## src/rtl/txmb_pkg.sv

```systemverilog
package txmb_pkg;
  localparam int MB_N         = 32;
  localparam int PRIO_W       = 6;
  localparam int LEN_W        = 4;
  localparam int CTL_W        = 14;
  localparam int CTL_PRIO_LSB = 8;
  localparam int CTL_RTR_BIT  = 4;

  typedef struct packed {
    logic [PRIO_W-1:0] prio;
    logic              rtr;
    logic [LEN_W-1:0]  len;
  } mb_ctl_t;

  typedef enum logic {ARB_IDLE = 1'b0, ARB_BUSY = 1'b1} arb_state_t;

  // Split a raw control word into its fields.
  function automatic mb_ctl_t ctl_decode(input logic [CTL_W-1:0] w);
    mb_ctl_t c;
    c.prio = w[CTL_PRIO_LSB +: PRIO_W];
    c.rtr  = w[CTL_RTR_BIT];
    c.len  = w[LEN_W-1:0];
    return c;
  endfunction

  // True when candidate a beats candidate b: larger priority, then larger index.
  function automatic logic outranks(input logic [PRIO_W-1:0] pa, input int ia,
                                    input logic [PRIO_W-1:0] pb, input int ib);
    return (pa > pb) || ((pa == pb) && (ia > ib));
  endfunction
endpackage

```

## src/rtl/txmb_ctl_store.sv

```systemverilog
module txmb_ctl_store
  import txmb_pkg::*;
#(
  parameter int NMB = MB_N,
  localparam int IW = $clog2(NMB)
) (
  input  logic                clk,
  input  logic                rst_n,
  input  logic                wr,
  input  logic [IW-1:0]       wr_idx,
  input  logic [CTL_W-1:0]    wr_word,
  output mb_ctl_t [NMB-1:0]   ctl_o
);
  for (genvar g = 0; g < NMB; g++) begin : g_mb
    mb_ctl_t r;
    always_ff @(posedge clk or negedge rst_n) begin
      if (!rst_n) r <= '0;
      else if (wr && (wr_idx == IW'(g))) r <= ctl_decode(wr_word);
    end
    assign ctl_o[g] = r;
  end

  // a written control word is held in the addressed mailbox afterwards
  a_r3_ctl_write: assert property (@(posedge clk) disable iff (!rst_n)
    wr |=> ctl_o[$past(wr_idx)] == ctl_decode($past(wr_word)));
endmodule

```

## src/rtl/txmb_pick.sv

```systemverilog
module txmb_pick
  import txmb_pkg::*;
#(
  parameter int NMB = MB_N,
  localparam int IW = $clog2(NMB)
) (
  input  logic              clk,
  input  logic              rst_n,
  input  logic [NMB-1:0]    elig,
  input  mb_ctl_t [NMB-1:0] ctl,
  output logic              win_v,
  output logic [IW-1:0]     win_idx
);
  logic [PRIO_W-1:0] best_p;

  always_comb begin
    win_v   = 1'b0;
    win_idx = '0;
    best_p  = '0;
    for (int i = 0; i < NMB; i++) begin
      if (elig[i] && (!win_v || outranks(ctl[i].prio, i, best_p, int'(win_idx)))) begin
        win_v   = 1'b1;
        win_idx = IW'(i);
        best_p  = ctl[i].prio;
      end
    end
  end

  // the chosen mailbox is always one that may take part
  a_r2_win_eligible: assert property (@(posedge clk) disable iff (!rst_n)
    win_v |-> elig[win_idx]);
  // no winner only when nobody is eligible
  a_r2_none_when_empty: assert property (@(posedge clk) disable iff (!rst_n)
    !win_v |-> (elig == '0));
endmodule

```

## src/rtl/txmb_flags.sv

```systemverilog
module txmb_flags
  import txmb_pkg::*;
#(
  parameter int NMB = MB_N,
  localparam int IW = $clog2(NMB)
) (
  input  logic           clk,
  input  logic           rst_n,
  input  logic           en_wr,
  input  logic [NMB-1:0] en_data,
  input  logic           dir_wr,
  input  logic [NMB-1:0] dir_data,
  input  logic           mask_wr,
  input  logic [NMB-1:0] mask_data,
  input  logic           req_set_wr,
  input  logic [NMB-1:0] req_set_data,
  input  logic           abort_wr,
  input  logic [NMB-1:0] abort_data,
  input  logic           ack_clr_wr,
  input  logic [NMB-1:0] ack_clr_data,
  input  logic           aack_clr_wr,
  input  logic [NMB-1:0] aack_clr_data,
  input  logic           irq_clr,
  input  logic           fly_v,
  input  logic [IW-1:0]  fly_idx,
  input  logic           done_ev,
  input  logic           done_ok,
  input  logic [IW-1:0]  done_idx,
  output logic [NMB-1:0] en_o,
  output logic [NMB-1:0] dir_o,
  output logic [NMB-1:0] req_o,
  output logic [NMB-1:0] ack_o,
  output logic [NMB-1:0] aack_o,
  output logic [NMB-1:0] abp_o,
  output logic           irq_o
);
  logic [NMB-1:0] mask_q;

  always_ff @(posedge clk or negedge rst_n) begin
    if (!rst_n) begin
      en_o   <= '0;
      dir_o  <= '0;
      mask_q <= '0;
      irq_o  <= 1'b0;
    end else begin
      if (en_wr)   en_o   <= en_data;
      if (dir_wr)  dir_o  <= dir_data;
      if (mask_wr) mask_q <= mask_data;
      irq_o <= (irq_o & ~irq_clr) | (done_ev & mask_q[done_idx]);
    end
  end

  for (genvar g = 0; g < NMB; g++) begin : g_bit
    logic hit, fly, abort_now, abort_fly;
    logic req_r, ack_r, aack_r, abp_r;
    assign hit       = done_ev && (done_idx == IW'(g));
    assign fly       = fly_v && (fly_idx == IW'(g));
    assign abort_now = abort_wr && abort_data[g] && !fly;
    assign abort_fly = abort_wr && abort_data[g] && fly && !hit;

    always_ff @(posedge clk or negedge rst_n) begin
      if (!rst_n) begin
        req_r  <= 1'b0;
        ack_r  <= 1'b0;
        aack_r <= 1'b0;
        abp_r  <= 1'b0;
      end else begin
        req_r  <= (req_r & ~(hit | abort_now)) | (req_set_wr & req_set_data[g]);
        ack_r  <= (ack_r & ~(ack_clr_wr & ack_clr_data[g])) | (hit & done_ok);
        aack_r <= (aack_r & ~(aack_clr_wr & aack_clr_data[g]))
                  | (hit & ~done_ok) | (abort_now & req_r);
        abp_r  <= hit ? 1'b0 : (abp_r | abort_fly);
      end
    end

    assign req_o[g]  = req_r;
    assign ack_o[g]  = ack_r;
    assign aack_o[g] = aack_r;
    assign abp_o[g]  = abp_r;
  end

  // every bit written as 1 to the set register is raised afterwards
  a_r5_set_lands: assert property (@(posedge clk) disable iff (!rst_n)
    req_set_wr |=> ((req_o & $past(req_set_data)) == $past(req_set_data)));
  // a successful result leaves the acknowledge bit set
  a_r7_done_ack: assert property (@(posedge clk) disable iff (!rst_n)
    done_ev && done_ok |=> ack_o[$past(done_idx)]);
  // the result retires the request unless the host re-raised it
  a_r7_done_req: assert property (@(posedge clk) disable iff (!rst_n)
    done_ev && !(req_set_wr && req_set_data[done_idx]) |=> !req_o[$past(done_idx)]);
  // an aborted result lands in the abort-acknowledge register
  a_r9_abort_result: assert property (@(posedge clk) disable iff (!rst_n)
    done_ev && !done_ok |=> aack_o[$past(done_idx)]);
  // an unmasked completion raises the global flag
  a_r10_irq_raise: assert property (@(posedge clk) disable iff (!rst_n)
    done_ev && mask_q[done_idx] |=> irq_o);
endmodule

```

## src/rtl/txmb_arbiter.sv

```systemverilog
module txmb_arbiter
  import txmb_pkg::*;
#(
  parameter int NMB = MB_N,
  localparam int IW = $clog2(NMB)
) (
  input  logic             clk,
  input  logic             rst_n,
  input  logic             en_wr,
  input  logic [NMB-1:0]   en_data,
  input  logic             dir_wr,
  input  logic [NMB-1:0]   dir_data,
  input  logic             mask_wr,
  input  logic [NMB-1:0]   mask_data,
  input  logic             ctl_wr,
  input  logic [IW-1:0]    ctl_idx,
  input  logic [CTL_W-1:0] ctl_word,
  input  logic             req_set_wr,
  input  logic [NMB-1:0]   req_set_data,
  input  logic             abort_wr,
  input  logic [NMB-1:0]   abort_data,
  input  logic             ack_clr_wr,
  input  logic [NMB-1:0]   ack_clr_data,
  input  logic             aack_clr_wr,
  input  logic [NMB-1:0]   aack_clr_data,
  input  logic             mb_irq_clr,
  input  logic             eng_done,
  input  logic             eng_ok,
  output logic             tx_start,
  output logic [IW-1:0]    tx_idx,
  output logic [LEN_W-1:0] tx_len,
  output logic             tx_rtr,
  output logic             tx_abort,
  output logic             busy,
  output logic [NMB-1:0]   req_pend,
  output logic [NMB-1:0]   ack_flags,
  output logic [NMB-1:0]   abort_ack,
  output logic             mb_irq
);
  arb_state_t        st;
  logic              start_q;
  logic [IW-1:0]     cur_idx;
  mb_ctl_t [NMB-1:0] ctl_all;
  logic [NMB-1:0]    en_q, dir_q, abp;
  logic [NMB-1:0]    elig;
  logic              win_v;
  logic [IW-1:0]     win_idx;
  logic              launch, done_ev, fly_v;
  logic [IW-1:0]     fly_idx;

  assign elig    = en_q & ~dir_q & req_pend;
  assign launch  = (st == ARB_IDLE) && win_v;
  assign done_ev = (st == ARB_BUSY) && eng_done;
  assign fly_v   = (st == ARB_BUSY) || launch;
  assign fly_idx = (st == ARB_BUSY) ? cur_idx : win_idx;

  txmb_ctl_store #(.NMB(NMB)) u_store (
    .clk(clk), .rst_n(rst_n), .wr(ctl_wr), .wr_idx(ctl_idx), .wr_word(ctl_word),
    .ctl_o(ctl_all)
  );

  txmb_pick #(.NMB(NMB)) u_pick (
    .clk(clk), .rst_n(rst_n), .elig(elig), .ctl(ctl_all),
    .win_v(win_v), .win_idx(win_idx)
  );

  txmb_flags #(.NMB(NMB)) u_flags (
    .clk(clk), .rst_n(rst_n),
    .en_wr(en_wr), .en_data(en_data),
    .dir_wr(dir_wr), .dir_data(dir_data),
    .mask_wr(mask_wr), .mask_data(mask_data),
    .req_set_wr(req_set_wr), .req_set_data(req_set_data),
    .abort_wr(abort_wr), .abort_data(abort_data),
    .ack_clr_wr(ack_clr_wr), .ack_clr_data(ack_clr_data),
    .aack_clr_wr(aack_clr_wr), .aack_clr_data(aack_clr_data),
    .irq_clr(mb_irq_clr),
    .fly_v(fly_v), .fly_idx(fly_idx),
    .done_ev(done_ev), .done_ok(eng_ok), .done_idx(cur_idx),
    .en_o(en_q), .dir_o(dir_q), .req_o(req_pend), .ack_o(ack_flags),
    .aack_o(abort_ack), .abp_o(abp), .irq_o(mb_irq)
  );

  always_ff @(posedge clk or negedge rst_n) begin
    if (!rst_n) begin
      st      <= ARB_IDLE;
      start_q <= 1'b0;
      cur_idx <= '0;
    end else begin
      start_q <= launch;
      if (launch) begin
        st      <= ARB_BUSY;
        cur_idx <= win_idx;
      end else if (done_ev) begin
        st <= ARB_IDLE;
      end
    end
  end

  assign tx_start = start_q;
  assign tx_idx   = cur_idx;
  assign tx_len   = ctl_all[cur_idx].len;
  assign tx_rtr   = ctl_all[cur_idx].rtr;
  assign tx_abort = (st == ARB_BUSY) && abp[cur_idx];
  assign busy     = (st == ARB_BUSY);

  // the start strobe never lasts two cycles
  a_r6_start_pulse: assert property (@(posedge clk) disable iff (!rst_n)
    tx_start |=> !tx_start);
  // start only appears together with the busy state
  a_r6_start_busy: assert property (@(posedge clk) disable iff (!rst_n)
    tx_start |-> busy);
  // no re-decision while a frame is in flight
  a_r6_hold_idx: assert property (@(posedge clk) disable iff (!rst_n)
    busy && !eng_done |=> busy && $stable(tx_idx));
  // a done pulse while idle neither starts nor finishes anything by itself
  a_r11_idle_done: assert property (@(posedge clk) disable iff (!rst_n)
    !busy && eng_done && !win_v |=> !busy && !tx_start);
endmodule

```

## config.mk

```make
export PLATFORM = sky130hd
export DESIGN_NAME = txmb_arbiter
export DESIGN_NICKNAME = d
export VERILOG_FILES = /design/src/rtl/txmb_pkg.sv /design/src/rtl/txmb_ctl_store.sv /design/src/rtl/txmb_pick.sv /design/src/rtl/txmb_flags.sv /design/src/rtl/txmb_arbiter.sv
export SDC_FILE = /design/constraint.sdc
export NUM_CORES = 1
export LEC_CHECK = 0
export BUFFER_PORTS_ARGS = -buffer_cell sky130_fd_sc_hd__buf_2
export CORE_MARGIN = 2
export CORE_UTILIZATION = 60
export DETAILED_ROUTE_END_ITERATION = 10
export PLACE_DENSITY_LB_ADDON = 0.08
export SETUP_SLACK_MARGIN = 0.02
export SYNTH_ARGS = -nofsm -noshare
export SYNTH_HDL_FRONTEND = slang
export SYNTH_SLANG_ARGS = --single-unit
export TNS_END_PERCENT = 50
```

## constraint.sdc

```tcl
create_clock -name clk -period 67.5 [get_ports clk]
set_input_delay 13.5 -clock clk [delete_from_list [all_inputs] [get_ports clk]]
set_output_delay 13.5 -clock clk [all_outputs]
set_load 0.01 [all_outputs]
```

==> metrics <==
FFs w/ async S/R, synth=100%; Mean Syn Cell Area=10.3 um2; die area=0.0611 mm2; GRT overflow=0; CTS H-Tree Depth=3; clock tree buffer depth=3; clk_lat worst skew=0.61 ns; # placed instances=4337; I/O Pins=366; Largest stage delay, worst path=0.56 ns; Reg2Reg Depth=289; clk slew on worst S/H paths=0.06 ns; syn_nets=3826; share of cells above drive strength 1=31.1%; Netlist cell types=117; CTS buffer count=68; Die Wd=247 um; die height=247 um; Util after Layout=67.4%; Port Buf Inserts=362; CP Launch Type=register; final setup violation count=0; CTS tree=done; vias in the first global route=28676; Rel. slew slack=11.7%; Hold Vio Cnt, Final=0; Logic pwr share=63.4%; yosys warns=0; internal power=0.00128 W; area of the multi-input gates=0.0190 mm2; Post-synth top cells=dfrtp_1, mux2_2, nand2_1, nor2_1, o21ai_0; Fin Setup TNS=0 ns; post-synth top area cell=dfrtp_1; mapped cell area=0.0355 mm2; Site Rows=89; Iteration-0 DRC Markers=2180; Synth-to-Final Area Change=11.7%; switch share=46.5%; RSZ-0062 raised after global routing=false; Static Leak=18.1 nW; crit-path most repeated cell=ha_1; RR Endpoint=u_flags.g_bit[17].aack_r; Final Wtd Congestion=0.951; Post-DP HPWL=76.1 mm; Synth Register Bits=584; worst path bufs/invs=8; crit path to=u_flags.g_bit[17].aack_r; Maximum Capacitance Violations=0; R2R Setup Slk=4.61 ns; endpoint class of the critical path=register; layout net count=4031; largest cells by area after synthesis=dfrtp_1, mux2_2, ha_1, nand2_1, mux4_2; Post-Route Skew=0.0202 ns; largest net degree at the start of global routing=171; Crit. Startpoint=u_flags.g_bit[0].req_r; 1st-pass router iterations=7; Routed Antenna Nets=0; Slew @ Worst Pin=1.32 ns; worst vdd ir=0.0378 mV; clk sink count=584; Vias/cell=6.40; Seq/Total Area, Yosys=41.2%; minimum clock period=62.89 ns; dpl ws=2.49 ns; P per Cell Area=60.4 mW/mm2; clock power share=15.8%; Crit Path Category=register to register; Core Region=0.0588 mm2; Total GRT Usage=34.3%; Initial Utilization=60.4%; Setup WS post-layout=4.61 ns; fmax=15.9 MHz; wire per inst=23.6 um; r2r startpoint=u_flags.g_bit[0].req_r; Hold Path Class=register to register; Levels on crit path=289; final worst path period share=93.2%; sequential cell fraction of total power=20.8%; Primary FF master, synth=dfrtp_1; Post-synth EDFFs=0; DR vias=28598; non-filler cells, final=4471; DRC=0; outcome=finished, final reports clean; fin. max-slew vios=0; NetSw=0.00111 W; Filler cells=4531; antenna violations before repair=11; critical path's slowest cell=or4b_4; Synth Instances=3432; WP data arrival=63.38 ns; FF+latch area=0.0146 mm2; most common cell in the netlist=dfrtp_1; CP Data Required Time=67.99 ns; first-pass GRT wire length=163 mm; crit path max fanout=21; top-area cell type share of the netlist area=41.2%; cell family with most CP delay=compound AO/OA/AOI/OAI gates; post-detailed-routing wire length=106 mm; Root Driver=clkbuf_16
how the worst min path moves through the flow:
stage	startpoint	to	slack [ns]	depth (start not counted)
after floorplan	u_flags.g_bit[13].abp_r	u_flags.g_bit[13].abp_r	0.44	2
after global placement	u_flags.g_bit[13].abp_r	u_flags.g_bit[13].abp_r	0.47	2
after detailed placement	u_flags.g_bit[5].ack_r	u_flags.g_bit[5].ack_r	0.48	1
after CTS	u_flags.g_bit[5].ack_r	u_flags.g_bit[5].ack_r	0.49	1
after global routing	u_flags.g_bit[15].ack_r	u_flags.g_bit[15].ack_r	0.50	1
final	u_flags.g_bit[16].ack_r	u_flags.g_bit[16].ack_r	0.49	1
power groups by stage:
stage | registers (W) | clock network, W | logic (W)
finish | 0.000498 | 0.000379 | 0.00152
CTS | 0.000495 | 0.000385 | 0.00147
detailed placement | 0.000501 | 0 | 0.00146
global route | 0.000506 | 0.000399 | 0.00167
floorplan | 0.000469 | 0 | 0.00113
global placement | 0.000495 | 0 | 0.00142
cells in the final DEF (no fill, tap or decap), drive strengths merged, types with 19 or more instances in the layout:
cell type,instances
or2,30
a41o,22
dfrtp,584
clkbuf,99
nand2b,49
a32o,42
mux2,455
a21o,39
nor2,182
nand2,429
nor2b,25
a31o,20
nand3,57
a22o,20
ha,138
nor3,56
o21ai,210
nor4,19
mux2i,33
buf,404
inv,147
a21oi,130
a31oi,31
o21a,34
mux4,70
and2,26
area by class of cell:
class,instances,share of cell area (%)
diodes,10,0.0631
clock buffers,99,5.15
clock inverters,22,0.688
inverters,146,1.38
multi-input cells,2433,48.0
flip-flops and latches,584,36.9
well taps,773,2.44
repair buffers,404,5.45
routing by layer:
| metal | wire length (um) | vias up | share of wire, % | track usage, % |
|---|---|---|---|---|
| met3 | 8560 | 256 | 8.1 | 6.78 |
| met5 | 69 | - | 0.065 | 0 |
| met1 | 42900 | 14253 | 41 | 44.4 |
| li1 | - | 12899 | - | - |
| met2 | 49700 | 1180 | 47 | 56.1 |
| met4 | 4310 | 10 | 4.1 | 15.1 |
stage by stage:
| stage | instance area, um2 | hold slack, ns | total power [W] |
|---|---|---|---|
| after global routing | 39600 | 0.500 | 0.00258 |
| after CTS | 39500 | 0.489 | 0.00235 |
| after floorplan | 35500 | 0.444 | 0.00160 |
| after global placement | 37200 | 0.467 | 0.00191 |
| final | 39700 | 0.486 | 0.00239 |
| after detailed placement | 37200 | 0.477 | 0.00196 |
registers in the layout (all words and copies together) (netlist names):
| register | count |
|---|---|
| u_store.ctl_o | 352 |
| u_flags.en_o | 32 |
| busy | 1 |
| u_flags.irq_o | 1 |
| tx_idx | 5 |
| u_flags.g_bit.abp_r | 32 |
| u_flags.g_bit.req_r | 32 |
| u_flags.mask_q | 32 |
| u_flags.g_bit.ack_r | 32 |
| tx_start | 1 |
| u_flags.g_bit.aack_r | 32 |
| u_flags.dir_o | 32 |
logic make-up after synthesis:
| family | Yosys count | share of synthesized area [%] |
|---|---|---|
| simple gates | 965 | 12.8 |
| compound gates | 756 | 15.3 |
| fa+ha+maj | 145 | 5.06 |
| xor+xnor | 8 | 0.197 |
| flops | 584 | 41.2 |
| buf+inv | 416 | 5.63 |
| mux | 558 | 19.8 |
timing repair:
action,4_1_cts,5_1_grt
hold buffers,0,0
endpoints found under the setup margin,0,103
setup buffers,0,2
resized for setup,0,23
Note: power is estimated with default switching activity, not from simulation.
